## src/rtl/hcube_pkg.sv

```systemverilog
package hcube_pkg;

  // Default sizing of the control-to-datapath strobes (three dimensions, four ports).
  localparam int DEF_PORTS = 4;

  typedef struct packed {
    logic [DEF_PORTS-1:0][DEF_PORTS-1:0] grant;  // [output][input]
    logic [DEF_PORTS-1:0]                pop;    // slot drains this cycle
    logic [DEF_PORTS-1:0]                load;   // slot captures this cycle
  } hcStrobesDef_t;

endpackage

```

## src/rtl/hcube_route_calc.sv

```systemverilog
// Picks the requested output for one held message: local when addressed here,
// else the lowest dimension still differing.
module hcube_route_calc #(
  parameter int DIMS    = 3,
  parameter int NODE_ID = 0,
  localparam int PORTS  = DIMS + 1
) (
  input  logic [DIMS-1:0]  dst,
  output logic [PORTS-1:0] req
);
  localparam logic [DIMS-1:0] SELF = DIMS'(NODE_ID);

  logic [DIMS-1:0] diff;
  assign diff = dst ^ SELF;

  always_comb begin
    req = '0;
    if (diff == '0) begin
      req[0] = 1'b1;
    end else begin
      for (int d = DIMS - 1; d >= 0; d--) begin
        if (diff[d]) begin
          req = '0;
          req[d+1] = 1'b1;
        end
      end
    end
  end
endmodule

```

## src/rtl/hcube_ctrl.sv

```systemverilog
// Fixed-priority arbitration per output and the slot handshake strobes.
module hcube_ctrl #(
  parameter int  DIMS     = 3,
  parameter type strobe_t = hcube_pkg::hcStrobesDef_t,
  localparam int PORTS    = DIMS + 1
) (
  input  logic [PORTS-1:0][PORTS-1:0] reqMat,     // [input][output]
  input  logic [PORTS-1:0]            slotValid,
  input  logic [PORTS-1:0]            inValid,
  input  logic [PORTS-1:0]            outReady,
  output logic [PORTS-1:0]            inReady,
  output strobe_t                     strobes
);
  logic [PORTS-1:0][PORTS-1:0] grantMat;  // [output][input]
  logic [PORTS-1:0]            popVec;

  for (genvar o = 0; o < PORTS; o++) begin : g_arb
    always_comb begin
      logic taken;
      taken = 1'b0;
      for (int i = 0; i < PORTS; i++) begin
        grantMat[o][i] = slotValid[i] & reqMat[i][o] & ~taken;
        taken = taken | (slotValid[i] & reqMat[i][o]);
      end
    end
  end

  for (genvar i = 0; i < PORTS; i++) begin : g_pop
    always_comb begin
      popVec[i] = 1'b0;
      for (int o = 0; o < PORTS; o++) begin
        popVec[i] = popVec[i] | (grantMat[o][i] & outReady[o]);
      end
    end
  end

  assign inReady = ~slotValid | popVec;

  always_comb begin
    strobes       = '0;
    strobes.grant = grantMat;
    strobes.pop   = popVec;
    strobes.load  = inValid & inReady;
  end
endmodule

```

## src/rtl/hcube_datapath.sv

```systemverilog
// Holding slots, route lookup per slot and the output multiplexers.
module hcube_datapath #(
  parameter int  DIMS     = 3,
  parameter int  NODE_ID  = 0,
  parameter int  HOP_W    = 4,
  parameter int  PAY_W    = 16,
  parameter type strobe_t = hcube_pkg::hcStrobesDef_t,
  localparam int PORTS    = DIMS + 1
) (
  input  logic                       clk,
  input  logic                       rst,
  input  strobe_t                    strobes,
  input  logic [PORTS*DIMS-1:0]      inDst,
  input  logic [PORTS*HOP_W-1:0]     inHop,
  input  logic [PORTS*PAY_W-1:0]     inPay,
  output logic [PORTS-1:0]           slotValid,
  output logic [PORTS-1:0][PORTS-1:0] reqMat,
  output logic [PORTS-1:0]           outValid,
  output logic [PORTS*DIMS-1:0]      outDst,
  output logic [PORTS*HOP_W-1:0]     outHop,
  output logic [PORTS*PAY_W-1:0]     outPay
);
  logic [PORTS-1:0][DIMS-1:0]  slotDst;
  logic [PORTS-1:0][HOP_W-1:0] slotHop;
  logic [PORTS-1:0][PAY_W-1:0] slotPay;

  for (genvar i = 0; i < PORTS; i++) begin : g_slot
    always_ff @(posedge clk) begin
      if (rst) begin
        slotValid[i] <= 1'b0;
        slotDst[i]   <= '0;
        slotHop[i]   <= '0;
        slotPay[i]   <= '0;
      end else if (strobes.load[i]) begin
        slotValid[i] <= 1'b1;
        slotDst[i]   <= inDst[i*DIMS +: DIMS];
        slotHop[i]   <= inHop[i*HOP_W +: HOP_W];
        slotPay[i]   <= inPay[i*PAY_W +: PAY_W];
      end else if (strobes.pop[i]) begin
        slotValid[i] <= 1'b0;
      end
    end

    hcube_route_calc #(
      .DIMS   (DIMS),
      .NODE_ID(NODE_ID)
    ) u_route (
      .dst(slotDst[i]),
      .req(reqMat[i])
    );
  end

  for (genvar o = 0; o < PORTS; o++) begin : g_out
    logic [DIMS-1:0]  selDst;
    logic [HOP_W-1:0] selHop;
    logic [PAY_W-1:0] selPay;

    always_comb begin
      selDst = '0;
      selHop = '0;
      selPay = '0;
      for (int i = 0; i < PORTS; i++) begin
        if (strobes.grant[o][i]) begin
          selDst = selDst | slotDst[i];
          selHop = selHop | slotHop[i];
          selPay = selPay | slotPay[i];
        end
      end
    end

    assign outValid[o]               = |strobes.grant[o];
    assign outDst[o*DIMS +: DIMS]    = selDst;
    assign outPay[o*PAY_W +: PAY_W]  = selPay;
    if (o == 0) begin : g_local
      assign outHop[o*HOP_W +: HOP_W] = selHop;
    end else begin : g_link
      assign outHop[o*HOP_W +: HOP_W] = selHop + HOP_W'(1);
    end
  end
endmodule

```

## src/rtl/hcube_router.sv

```systemverilog
module hcube_router #(
  parameter int DIMS    = 3,
  parameter int NODE_ID = 0,
  parameter int HOP_W   = 4,
  parameter int PAY_W   = 16,
  localparam int PORTS  = DIMS + 1
) (
  input  logic                   clk,
  input  logic                   rst,
  input  logic [PORTS-1:0]       inValid,
  output logic [PORTS-1:0]       inReady,
  input  logic [PORTS*DIMS-1:0]  inDst,
  input  logic [PORTS*HOP_W-1:0] inHop,
  input  logic [PORTS*PAY_W-1:0] inPay,
  output logic [PORTS-1:0]       outValid,
  input  logic [PORTS-1:0]       outReady,
  output logic [PORTS*DIMS-1:0]  outDst,
  output logic [PORTS*HOP_W-1:0] outHop,
  output logic [PORTS*PAY_W-1:0] outPay
);
  typedef struct packed {
    logic [PORTS-1:0][PORTS-1:0] grant;
    logic [PORTS-1:0]            pop;
    logic [PORTS-1:0]            load;
  } strobe_t;

  strobe_t                     strobes;
  logic [PORTS-1:0]            slotValid;
  logic [PORTS-1:0][PORTS-1:0] reqMat;

  hcube_ctrl #(
    .DIMS    (DIMS),
    .strobe_t(strobe_t)
  ) u_ctrl (
    .reqMat   (reqMat),
    .slotValid(slotValid),
    .inValid  (inValid),
    .outReady (outReady),
    .inReady  (inReady),
    .strobes  (strobes)
  );

  hcube_datapath #(
    .DIMS    (DIMS),
    .NODE_ID (NODE_ID),
    .HOP_W   (HOP_W),
    .PAY_W   (PAY_W),
    .strobe_t(strobe_t)
  ) u_dp (
    .clk      (clk),
    .rst      (rst),
    .strobes  (strobes),
    .inDst    (inDst),
    .inHop    (inHop),
    .inPay    (inPay),
    .slotValid(slotValid),
    .reqMat   (reqMat),
    .outValid (outValid),
    .outDst   (outDst),
    .outHop   (outHop),
    .outPay   (outPay)
  );
endmodule

```

## config.mk

```make
export PLATFORM = sky130hd
export DESIGN_NAME = hcube_router
export DESIGN_NICKNAME = d
export VERILOG_FILES = /design/src/rtl/hcube_pkg.sv /design/src/rtl/hcube_route_calc.sv /design/src/rtl/hcube_ctrl.sv /design/src/rtl/hcube_datapath.sv /design/src/rtl/hcube_router.sv
export SDC_FILE = /design/constraint.sdc
export NUM_CORES = 1
export LEC_CHECK = 0
export BUFFER_PORTS_ARGS = -buffer_cell sky130_fd_sc_hd__buf_4
export CAP_MARGIN = 20
export CORE_MARGIN = 5
export CORE_UTILIZATION = 46
export DETAILED_ROUTE_END_ITERATION = 6
export GPL_ROUTABILITY_DRIVEN = 0
export PLACE_DENSITY = 0.74
export SLEW_MARGIN = 15
export SYNTH_ARGS = -nofsm -noshare
export SYNTH_HDL_FRONTEND = slang
export SYNTH_SLANG_ARGS = --single-unit
```

## constraint.sdc

```tcl
create_clock -name clk -period 2.2 [get_ports clk]
set_input_delay 0.44 -clock clk [delete_from_list [all_inputs] [get_ports clk]]
set_output_delay 0.44 -clock clk [all_outputs]
set_load 0.02 [all_outputs]
```

==> out/results.ini, run 1 <==
[run_status]
status = finished, violations left
failed_checks = design-rule violations, negative setup slack

[layout]
fin_util_pct = 89.8
drive_gt1_share_pct = 61.1
final_area_um2 = 11300
fin_nets = 1165
syn2layout_area_growth_pct = 92.4
diodes = 0
fin_cells = 1237

[timing]
fin_setup_tns_ns = -89.97
finalSetupViolCount = 187
finalCriticalPeriod_ns = 3.03
hold_viol = 0
final-max-slew-violation-count = 0
rsz0062_at_grt = true
fmax_mhz = 330
period_share_pct = 138
whs_ns = 0.302
slew_headroom_pct = 33.6
max_slew.worst_pin.slew_ns = 0.996
finalWorstSetupSlack_ns = -0.827
skew_ns = 0.0114

[setup_path]
worstPathRequired_ns = 1.76
end_kind = primary output
cp_max_fo = 5
crit_end = outHop[6]
cp_slowest_cell = a222oi_1
timing.rr.end = u_dp.slotPay[25]
cp.depth = 9
startpoint_type = register
arrival_ns = 2.59
critical-path-max-stage-delay_ns = 0.51
reg2reg_from = u_dp.slotDst[0]
crit_type = register to primary output
worstRegToRegCells = 11
path_cells = buf_6, buf_4, a222oi_1, and3_4, nand2_1, nand2_2, ha_4, xor2_4, buf_6
cpMostUsedCell = buf_6
critical-path-top-delay-family = simple AND/OR/NAND/NOR gates
cp.buffers_inverters = 3
crit_start = u_dp.slotDst[3]
r2r_slack_ns = -0.70

[grt]
antenna_found_initial = 1
grt-ovfl-total = 0
grt_pass1_vias = 8761
grt_max_degree = 44
track_usage_pct = 43.2
grt_pass1_wl_mm = 49.3

[placement]
dpl_cell_area_um2 = 8240
post-place-ws_ns = -0.257
hpwl_mm = 18.1
port_buffers = 195
dp.cells = 1149

[pwr]
clkPwrFrac_pct = 28.1
finalPower_mw = 5.75
p_seq_share_pct = 36.7
p_per_area_nw_per_um2 = 510
ir_worst_vdd_uv = 427
p_sw_mw = 2.12
combPwrFrac_pct = 35.2
p_sw_share_pct = 36.9
power.internal_mw = 3.63
p_leak_nw = 5.37

[clock_network]
hold_buffers = 0
numCtsBuffers = 9
cts.sinks = 96
htreeDepth = 3
clk_latency_ns = 0.37
clockBufferDepth = 2
cts_tree = yes
clockRootBuffer = clkbuf_16
clkSlewWorstSetupHoldPaths_ns = 0.07

[synthesis]
synth_largest_area_cell = dfxtp_1
yosys-top-cells-count = nand2_1, nor2_1, dfxtp_1, a21oi_1, clkbuf_1
ys_seq_area_share_pct = 32.8
ys.flop_type = dfxtp_1
yosysMostFrequentCell = nand2_1
avgSynthCellArea_um2 = 7.65
yosys-top-cells-area = dfxtp_1, nand2_1, mux2i_1
synth_edf_count = 0
ys_warn_count = 0
syn_area_um2 = 5860
netlist-cell-type-count = 49
synthArstFlopShare_pct = 0
synth_seq_cells = 96
synth_top_area_share_pct = 32.8
netlist_instances = 766

[floorplanning]
core_area_um2 = 12600
die_y_um = 123
io_pins = 202
die_area_um2 = 15100
start_util_pct = 46.6
floorplan.rows = 41
die_w_um = 123

[min_path]
hp-class = primary input to register

[route]
drtIter0Drc = 2042
dr_total_vias = 9186
viasPerCell = 7.43
drc = 78
wl_per_cell_um = 31.3
drt_first_pass_iters = 7
wl_mm = 38.7
drtAntennaViolNets = 0

[run]
max_cap_viol_count = 0

## cell families (layout without fill, tap and decap cells)
| logic type | after synthesis | in the layout | synth area share [%] |
|---|---|---|---|
| compound gates | 203 | 203 | 27.0 |
| xor+xnor | 6 | 6 | 0.896 |
| fa+ha+maj | 3 | 3 | 0.640 |
| buf+inv | 87 | 381 | 6.81 |
| flops | 96 | 96 | 32.8 |
| mux | 46 | 46 | 7.85 |
| other cells | 1 | 6 | 0.0640 |
| simple gates | 324 | 324 | 24.0 |
## worst min path at each step
stage | startpoint | to | slack, ns | depth (start not counted)
finish | inPay[41] | u_dp.slotPay[41] | 0.30 | 3
global route | inPay[0] | u_dp.slotPay[0] | 0.30 | 3
CTS | inPay[58] | u_dp.slotPay[58] | 0.31 | 3
detailed placement | u_dp.slotPay[31] | u_dp.slotPay[31] | 0.50 | 2
global placement | u_dp.slotPay[16] | u_dp.slotPay[16] | 0.49 | 2
floorplan | u_dp.slotHop[0] | u_dp.slotHop[0] | 0.47 | 2
## power by group through the flow
stage	registers, mW	clock network [mW]	logic [mW]
after global placement	2.05	0	1.25
final	2.11	1.62	2.03
after floorplan	2.01	0	0.703
after detailed placement	2.06	0	1.28
after global routing	2.10	1.70	2.06
after CTS	2.05	1.55	1.70
## state kept, by name (all words and copies together), names as in the netlist
| signal | flops |
|---|---|
| u_dp.slotDst | 12 |
| u_dp.slotHop | 16 |
| u_dp.slotPay | 64 |
| u_dp.slotValid | 4 |
## repair_timing
| action | CTS | global route |
|---|---|---|
| setup endpoints to repair | 178 | 187 |
| resized for setup | 355 | 163 |
| buffers inserted | 43 | 25 |
| cloned | 14 | 1 |
| pin swaps | 63 | 59 |
## layout make-up
| type | count | area, um^2 |
|---|---|---|
| flip-flops and latches | 96 | 1950 |
| multi-input cells | 588 | 5140 |
| repair buffers | 355 | 3660 |
| clock buffers | 12 | 256 |
| well taps | 172 | 215 |
| inverters | 10 | 37.5 |
| clock inverters | 4 | 26.3 |
| fillers | 474 | 1290 |
## placed cells by master (no fill, tap or decap), types with 4 or more instances in the layout
cell type,n
a221o_1,39
a22oi_2,38
nor2_2,5
clkbuf_16,10
a221oi_1,19
mux2i_1,41
nand2_1,56
buf_8,4
buf_12,26
a21oi_2,41
nand3b_1,4
dfxtp_1,85
conb_1,6
buf_6,127
o21ai_4,9
inv_1,7
nand2_4,69
nor2_1,99
buf_16,7
a21oi_1,10
dfxtp_2,5
a222oi_1,23
dfxtp_4,6
buf_4,188
o21ai_2,8
nand2_2,40
## metal layers
layer / global-route usage (%) / part of all wire [%] / up-vias / wire length (um)
li1: - / - / 3387 / -
met1: 50.2 / 31 / 4152 / 12000
met2: 67.6 / 42 / 1183 / 16400
met3: 11.8 / 16 / 464 / 6060
met4: 32.5 / 11 / 0 / 4210
met5: 0 / 0 / - / 0
## tightest hold or removal path, stage by stage
cell and delay, ns:
buf_4 0.08, mux2i_1 0.05, nor2_1 0.07
Power figures use the tool's default switching activity.
==> run 2: changes to the inputs <==
--- a/config.mk
+++ b/config.mk
@@ -7,11 +7,13 @@
 export LEC_CHECK = 0
 export BUFFER_PORTS_ARGS = -buffer_cell sky130_fd_sc_hd__buf_4
 export CAP_MARGIN = 20
+export CELL_PAD_IN_SITES_DETAIL_PLACEMENT = 1
+export CELL_PAD_IN_SITES_GLOBAL_PLACEMENT = 1
 export CORE_MARGIN = 5
-export CORE_UTILIZATION = 46
+export CORE_UTILIZATION = 32
 export DETAILED_ROUTE_END_ITERATION = 6
 export GPL_ROUTABILITY_DRIVEN = 0
-export PLACE_DENSITY = 0.74
+export PLACE_DENSITY = 0.73
 export SLEW_MARGIN = 15
 export SYNTH_ARGS = -nofsm -noshare
 export SYNTH_HDL_FRONTEND = slang
==> run 2 against run 1 <==
Net effect: the run still ends with design-rule violations, negative setup slack left; cell area grew 3.5%; non-clock buffer count is 21 higher; register-to-register slack better by 0.10 ns; routed wire length is 18% higher; worst setup slack improved by 0.051 ns; critical path depth unchanged; sequential power hardly changed; worst hold slack gained 0.0083 ns; cell count increased by 6.3%; critical path type unchanged; largest cell class unchanged; largest power group is now combinational logic.
==> out/results.ini, run 2 (synthesis gave the netlist of run 1 again) <==
[layout]
final_cell_mix = buf_4, buf_6, nor2_1
layout_commonest_cell = buf_4
final_area_um2 = 11700
syn2layout_area_growth_pct = 99.1
diodes = 0
top_regs = u_dp.slotPay x64, u_dp.slotHop x16, u_dp.slotDst x12
n_fill_cell = 1948
fin_nets = 1186
drive_gt1_share_pct = 61.0
regMostFlops = u_dp.slotPay
largest_register_ffs = 64

[route]
wl_met2_mm = 20.4
met3_length_mm = 5.29
wl_mm = 45.7
viasPerCell = 6.83
dr_total_vias = 8975
wl_per_cell_um = 34.7
top_layer = met4
drtAntennaViolNets = 0
drt_first_pass_iters = 7
drt-met1-wl_mm = 15.9
drtIter0Drc = 1610
drc = 17

[clock_network]
clockBufferDepth = 2
clockRootBuffer = clkbuf_16
htreeDepth = 3
cts.sinks = 96
cts_tree = yes
clkSlewWorstSetupHoldPaths_ns = 0.08
numCtsBuffers = 9
clk_latency_ns = 0.38
hold_buffers = 0

[floorplanning]
die_w_um = 145
start_util_pct = 32.5
die_y_um = 145
io_pins = 202
floorplan.rows = 49
core_area_um2 = 18000
die_area_um2 = 21100

[placement]
dpl_cell_area_um2 = 8450
post-place-ws_ns = -0.340
hpwl_mm = 20.9
port_buffers = 195

[grt]
track_usage_pct = 33.0
grt_pass1_vias = 8539
grt_max_degree = 44
grt-ovfl-total = 0
antenna_found_initial = 0
grt_pass1_wl_mm = 54.8

[setup_path]
reg2reg_from = u_dp.slotDst[0]
startpoint_type = register
path_cells = buf_6, and2_4, and4b_2, buf_4, buf_6, clkbuf_16, a222oi_1, nand2_1, buf_6
crit_type = register to primary output
arrival_ns = 2.54
r2r_slack_ns = -0.60
worstRegToRegCells = 12
worstPathRequired_ns = 1.76
cpMostUsedCell = buf_6
end_kind = primary output
critical-path-max-stage-delay_ns = 0.44
cp_max_fo = 6
cp_slowest_cell = a222oi_1
timing.rr.end = u_dp.slotPay[42]

[min_path]
hp-class = primary input to register
hp-start = inPay[45]
holdPathStages = 3
whs_endpoint = u_dp.slotPay[45]

[pwr]
p_seq_share_pct = 35.3
combPwrFrac_pct = 36.7
p_sw_share_pct = 38.6
ir_worst_vdd_uv = 415
clkPwrFrac_pct = 28.0
finalPower_mw = 6.04
p_per_area_nw_per_um2 = 517
power.internal_mw = 3.70
p_leak_nw = 5.39
p_sw_mw = 2.33

[timing]
period_share_pct = 135
slew_headroom_pct = 62.5
finalSetupViolCount = 188
fin_setup_tns_ns = -91.11
fmax_mhz = 336
hold_viol = 0
rsz0062_at_grt = true
whs_ns = 0.310
finalCriticalPeriod_ns = 2.98
skew_ns = 0.0100
final-max-slew-violation-count = 0
max_slew.worst_pin.slew_ns = 0.562
finalWorstSetupSlack_ns = -0.776

[run]
max_cap_viol_count = 0

[run_status]
status = finished, violations left
failed_checks = design-rule violations, negative setup slack

## run 2: worst max path at each step
| stage | slack (ns) | to | start |
|---|---|---|---|
| 5_1_grt | -0.79 | outHop[15] | u_dp.slotValid[3] |
| 4_1_cts | -0.54 | outHop[6] | u_dp.slotDst[0] |
| 2_1_floorplan | -0.25 | outHop[14] | u_dp.slotDst[3] |
| 3_3_place_gp | -0.29 | outHop[11] | u_dp.slotDst[3] |
| 6_report | -0.78 | outPay[30] | u_dp.slotDst[0] |
| 3_5_place_dp | -0.34 | outHop[11] | u_dp.slotDst[3] |
## run 2: critical path, delay by kind of cell (launching register included)
kind | cells | cell delay [ns]
and+or+nand+nor | 3 | 0.61
buffers and inverters | 5 | 0.76
DFF | 1 | 0.35
AOI/OAI and AO/OA | 1 | 0.44
## run 2: cell type report
type | instances | area (um^2) | area share, %
clock buffer | 10 | 239 | 2.05
multi-input combinational | 588 | 5190 | 44.4
clock inverter | 6 | 47.5 | 0.407
inverter | 10 | 37.5 | 0.322
sequential | 96 | 1950 | 16.7
timing repair buffer | 376 | 3930 | 33.6
tap | 229 | 287 | 2.45
## run 2: repair_timing
item	in CTS	in global routing
endpoints found under the setup margin	182	185
pin swaps	57	107
cloned	14	7
buffers inserted	42	42
hold endpoints to repair	0	0
resized for setup	278	250
## run 2: stage by stage
step,std cells,util (%)
3_3_place_gp,1221,46.9
6_report,1315,64.8
5_1_grt,1315,64.8
4_1_cts,1288,58.1
2_1_floorplan,771,-
3_5_place_dp,1221,46.9
## run 2: power by group through the flow
stage | Clock (mW) | Sequential, mW | Combinational, mW
floorplan | 0 | 2.01 | 0.703
global placement | 0 | 2.07 | 1.29
detailed placement | 0 | 2.07 | 1.31
CTS | 1.63 | 2.06 | 1.74
global route | 1.73 | 2.13 | 2.24
finish | 1.69 | 2.13 | 2.21
## run 2: layer usage
metal,GRT usage (%),up-vias
li1,-,3435
met1,39.8,4352
met2,54.3,857
met3,8.28,331
met4,17.5,0
met5,0,-
==> run 3: changes to the inputs <==
--- a/config.mk
+++ b/config.mk
@@ -5,15 +5,16 @@
 export SDC_FILE = /design/constraint.sdc
 export NUM_CORES = 1
 export LEC_CHECK = 0
+export ABC_AREA = 1
 export BUFFER_PORTS_ARGS = -buffer_cell sky130_fd_sc_hd__buf_4
 export CAP_MARGIN = 20
 export CELL_PAD_IN_SITES_DETAIL_PLACEMENT = 1
 export CELL_PAD_IN_SITES_GLOBAL_PLACEMENT = 1
 export CORE_MARGIN = 5
-export CORE_UTILIZATION = 32
+export CORE_UTILIZATION = 31
 export DETAILED_ROUTE_END_ITERATION = 6
 export GPL_ROUTABILITY_DRIVEN = 0
-export PLACE_DENSITY = 0.73
+export PLACE_DENSITY = 0.74
 export SLEW_MARGIN = 15
 export SYNTH_ARGS = -nofsm -noshare
 export SYNTH_HDL_FRONTEND = slang
==> run 3 against run 2 <==
Net effect: the flow finishes with violations (negative setup slack); non-clock buffer count down 88; routed wire length decreased by 28%; count of clock-buffer cells in the layout shrank 1; fmax is 18% higher; critical path depth is the same; first-iteration DRC count shrank 68%; sequential power down 2%; synthesized cell count rose by 40%; worst setup slack improved by 0.45 ns; die area is 12% higher; critical path type unchanged; largest power group unchanged; highest routed layer unchanged.
==> out/results.ini, run 3 <==
[layout]
final_area_um2 = 10700
largest_register_ffs = 64
syn2layout_area_growth_pct = 68.0
regMostFlops = u_dp.slotPay
diodes = 0
fin_nets = 1417
drive_gt1_share_pct = 40.9
final_cell_mix = buf_4, nor2_1, nand2_1
fin_util_pct = 52.9
top_regs = u_dp.slotPay x64, u_dp.slotHop x16, u_dp.slotDst x12
layout_commonest_cell = buf_4

[grt]
grt-ovfl-total = 0
grt_max_degree = 47
track_usage_pct = 23.5
antenna_found_initial = 0
grt_pass1_vias = 8315
grt_pass1_wl_mm = 44.6

[pwr]
p_per_area_nw_per_um2 = 574
ir_worst_vdd_uv = 355
p_leak_nw = 4.96
finalPower_mw = 6.17

[synthesis]
synth_largest_area_cell = dfxtp_1
yosys-top-cells-area = dfxtp_1, nor2_1, nand2_1
netlist-cell-type-count = 30
synthArstFlopShare_pct = 0
yosysMostFrequentCell = nor2_1
syn_area_um2 = 6390
synth_seq_cells = 96
ys.flop_type = dfxtp_1
synth_top_area_share_pct = 30.1
avgSynthCellArea_um2 = 5.95
ys_warn_count = 0
yosys-top-cells-count = nor2_1, nand2_1, inv_1, dfxtp_1, o22ai_1
ys_seq_area_share_pct = 30.1
netlist_instances = 1075
synth_edf_count = 0

[timing]
hold_viol = 0
fmax_mhz = 396
fin_setup_tns_ns = -12.60
finalCriticalPeriod_ns = 2.53
whs_ns = 0.317
final-max-slew-violation-count = 0
finalSetupViolCount = 85
skew_ns = 0.0115
rsz0062_at_grt = true
period_share_pct = 115
finalWorstSetupSlack_ns = -0.327

[setup_path]
startpoint_type = register
end_kind = primary output
cp_max_fo = 12
crit_start = u_dp.slotDst[6]
r2r_slack_ns = 0.07
reg2reg_from = u_dp.slotDst[6]
timing.rr.end = u_dp.slotDst[7]
worstPathRequired_ns = 1.76
arrival_ns = 2.09
crit_type = register to primary output
worstRegToRegCells = 13
crit_end = outPay[61]

[route]
wl_per_cell_um = 20.8
drtIter0Drc = 509
wl_mm = 32.9
drtAntennaViolNets = 0
dr_total_vias = 8510
drc = 0
drt_first_pass_iters = 5
viasPerCell = 5.37

[floorplanning]
die_y_um = 154
io_pins = 202
die_area_um2 = 23600
die_w_um = 154
core_area_um2 = 20300
start_util_pct = 31.5
floorplan.rows = 52

[clock_network]
clockRootBuffer = clkbuf_16
htreeDepth = 3
clkSlewWorstSetupHoldPaths_ns = 0.07
hold_buffers = 0
numCtsBuffers = 9
clk_latency_ns = 0.37
cts_tree = yes
cts.sinks = 96
clockBufferDepth = 2

[run_status]
status = finished, violations left
failed_checks = negative setup slack

[placement]
hpwl_mm = 21.5
dpl_cell_area_um2 = 8370
port_buffers = 195

[run]
max_cap_viol_count = 0

[min_path]
hp-class = primary input to register

[run 3: final cells by class]
class | instances | area (um^2)
Fill cell | 2528 | 9560
Multi-Input combinational cell | 739 | 4710
Timing Repair Buffer | 288 | 2700
Sequential cell | 96 | 1960
Inverter | 178 | 693
Tap cell | 270 | 338
Clock buffer | 9 | 225
Clock inverter | 4 | 120
[run 3: how the worst min path moves through the flow]
| stage | start | to | cells after the start |
|---|---|---|---|
| floorplan | u_dp.slotPay[55] | u_dp.slotPay[55] | 2 |
| global placement | u_dp.slotPay[21] | u_dp.slotPay[21] | 2 |
| detailed placement | u_dp.slotHop[4] | u_dp.slotHop[4] | 2 |
| CTS | rst | u_dp.slotValid[2] | 2 |
| global route | rst | u_dp.slotValid[2] | 2 |
| finish | rst | u_dp.slotValid[2] | 2 |
[run 3: cell families (layout without fill, tap and decap cells)]
family                     count (synthesis)  in the layout  share of synthesized area (%)
AOI/OAI and AO/OA                        242            242                           21.1
xor gates and xnor gates                   3              3                          0.411
adders and majority gates                  3              3                          0.587
buffers and inverters                    245            479                           15.5
DFF                                       96             96                           30.1
other                                      1              6                         0.0587
and+or+nand+nor                          485            485                           32.3
[run 3: stage by stage]
stage	std cells	setup WS, ns
floorplan	1080	0.0591
global placement	1529	0.0604
detailed placement	1529	-0.0239
CTS	1564	-0.215
global route	1584	-0.365
finish	1584	-0.327
[run 3: per-layer routing]
| metal | wire [um] | vias to the layer above | track usage [%] |
|---|---|---|---|
| met2 | 16700 | 455 | 41.7 |
| met1 | 12400 | 4028 | 27.7 |
| met3 | 2230 | 130 | 5.56 |
| li1 | - | 3897 | - |
| met4 | 1540 | 0 | 8.07 |
| met5 | 0 | - | 0 |
[run 3: repair_timing]
item / CTS / global route
gates resized for setup: 173 / 271
buffers inserted: 20 / 20
cloned: 2 / 2
setup endpoints to repair: 90 / 91
pin swaps: 19 / 34
[run 3: worst max-delay path, cell delays in order (launching register included)]
cell	delay, ns
dfxtp_2	0.35
inv_2	0.09
nand4_1	0.24
inv_2	0.15
nand2_4	0.11
inv_6	0.17
buf_4	0.19
a21oi_1	0.08
o21ai_1	0.14
buf_4	0.18
[run 3: power by group]
part / internal, mW / total, mW / switching, mW
combinational: 0.864 / 2.17 / 1.30
sequential: 1.90 / 2.09 / 0.189
clock: 1.21 / 1.91 / 0.703
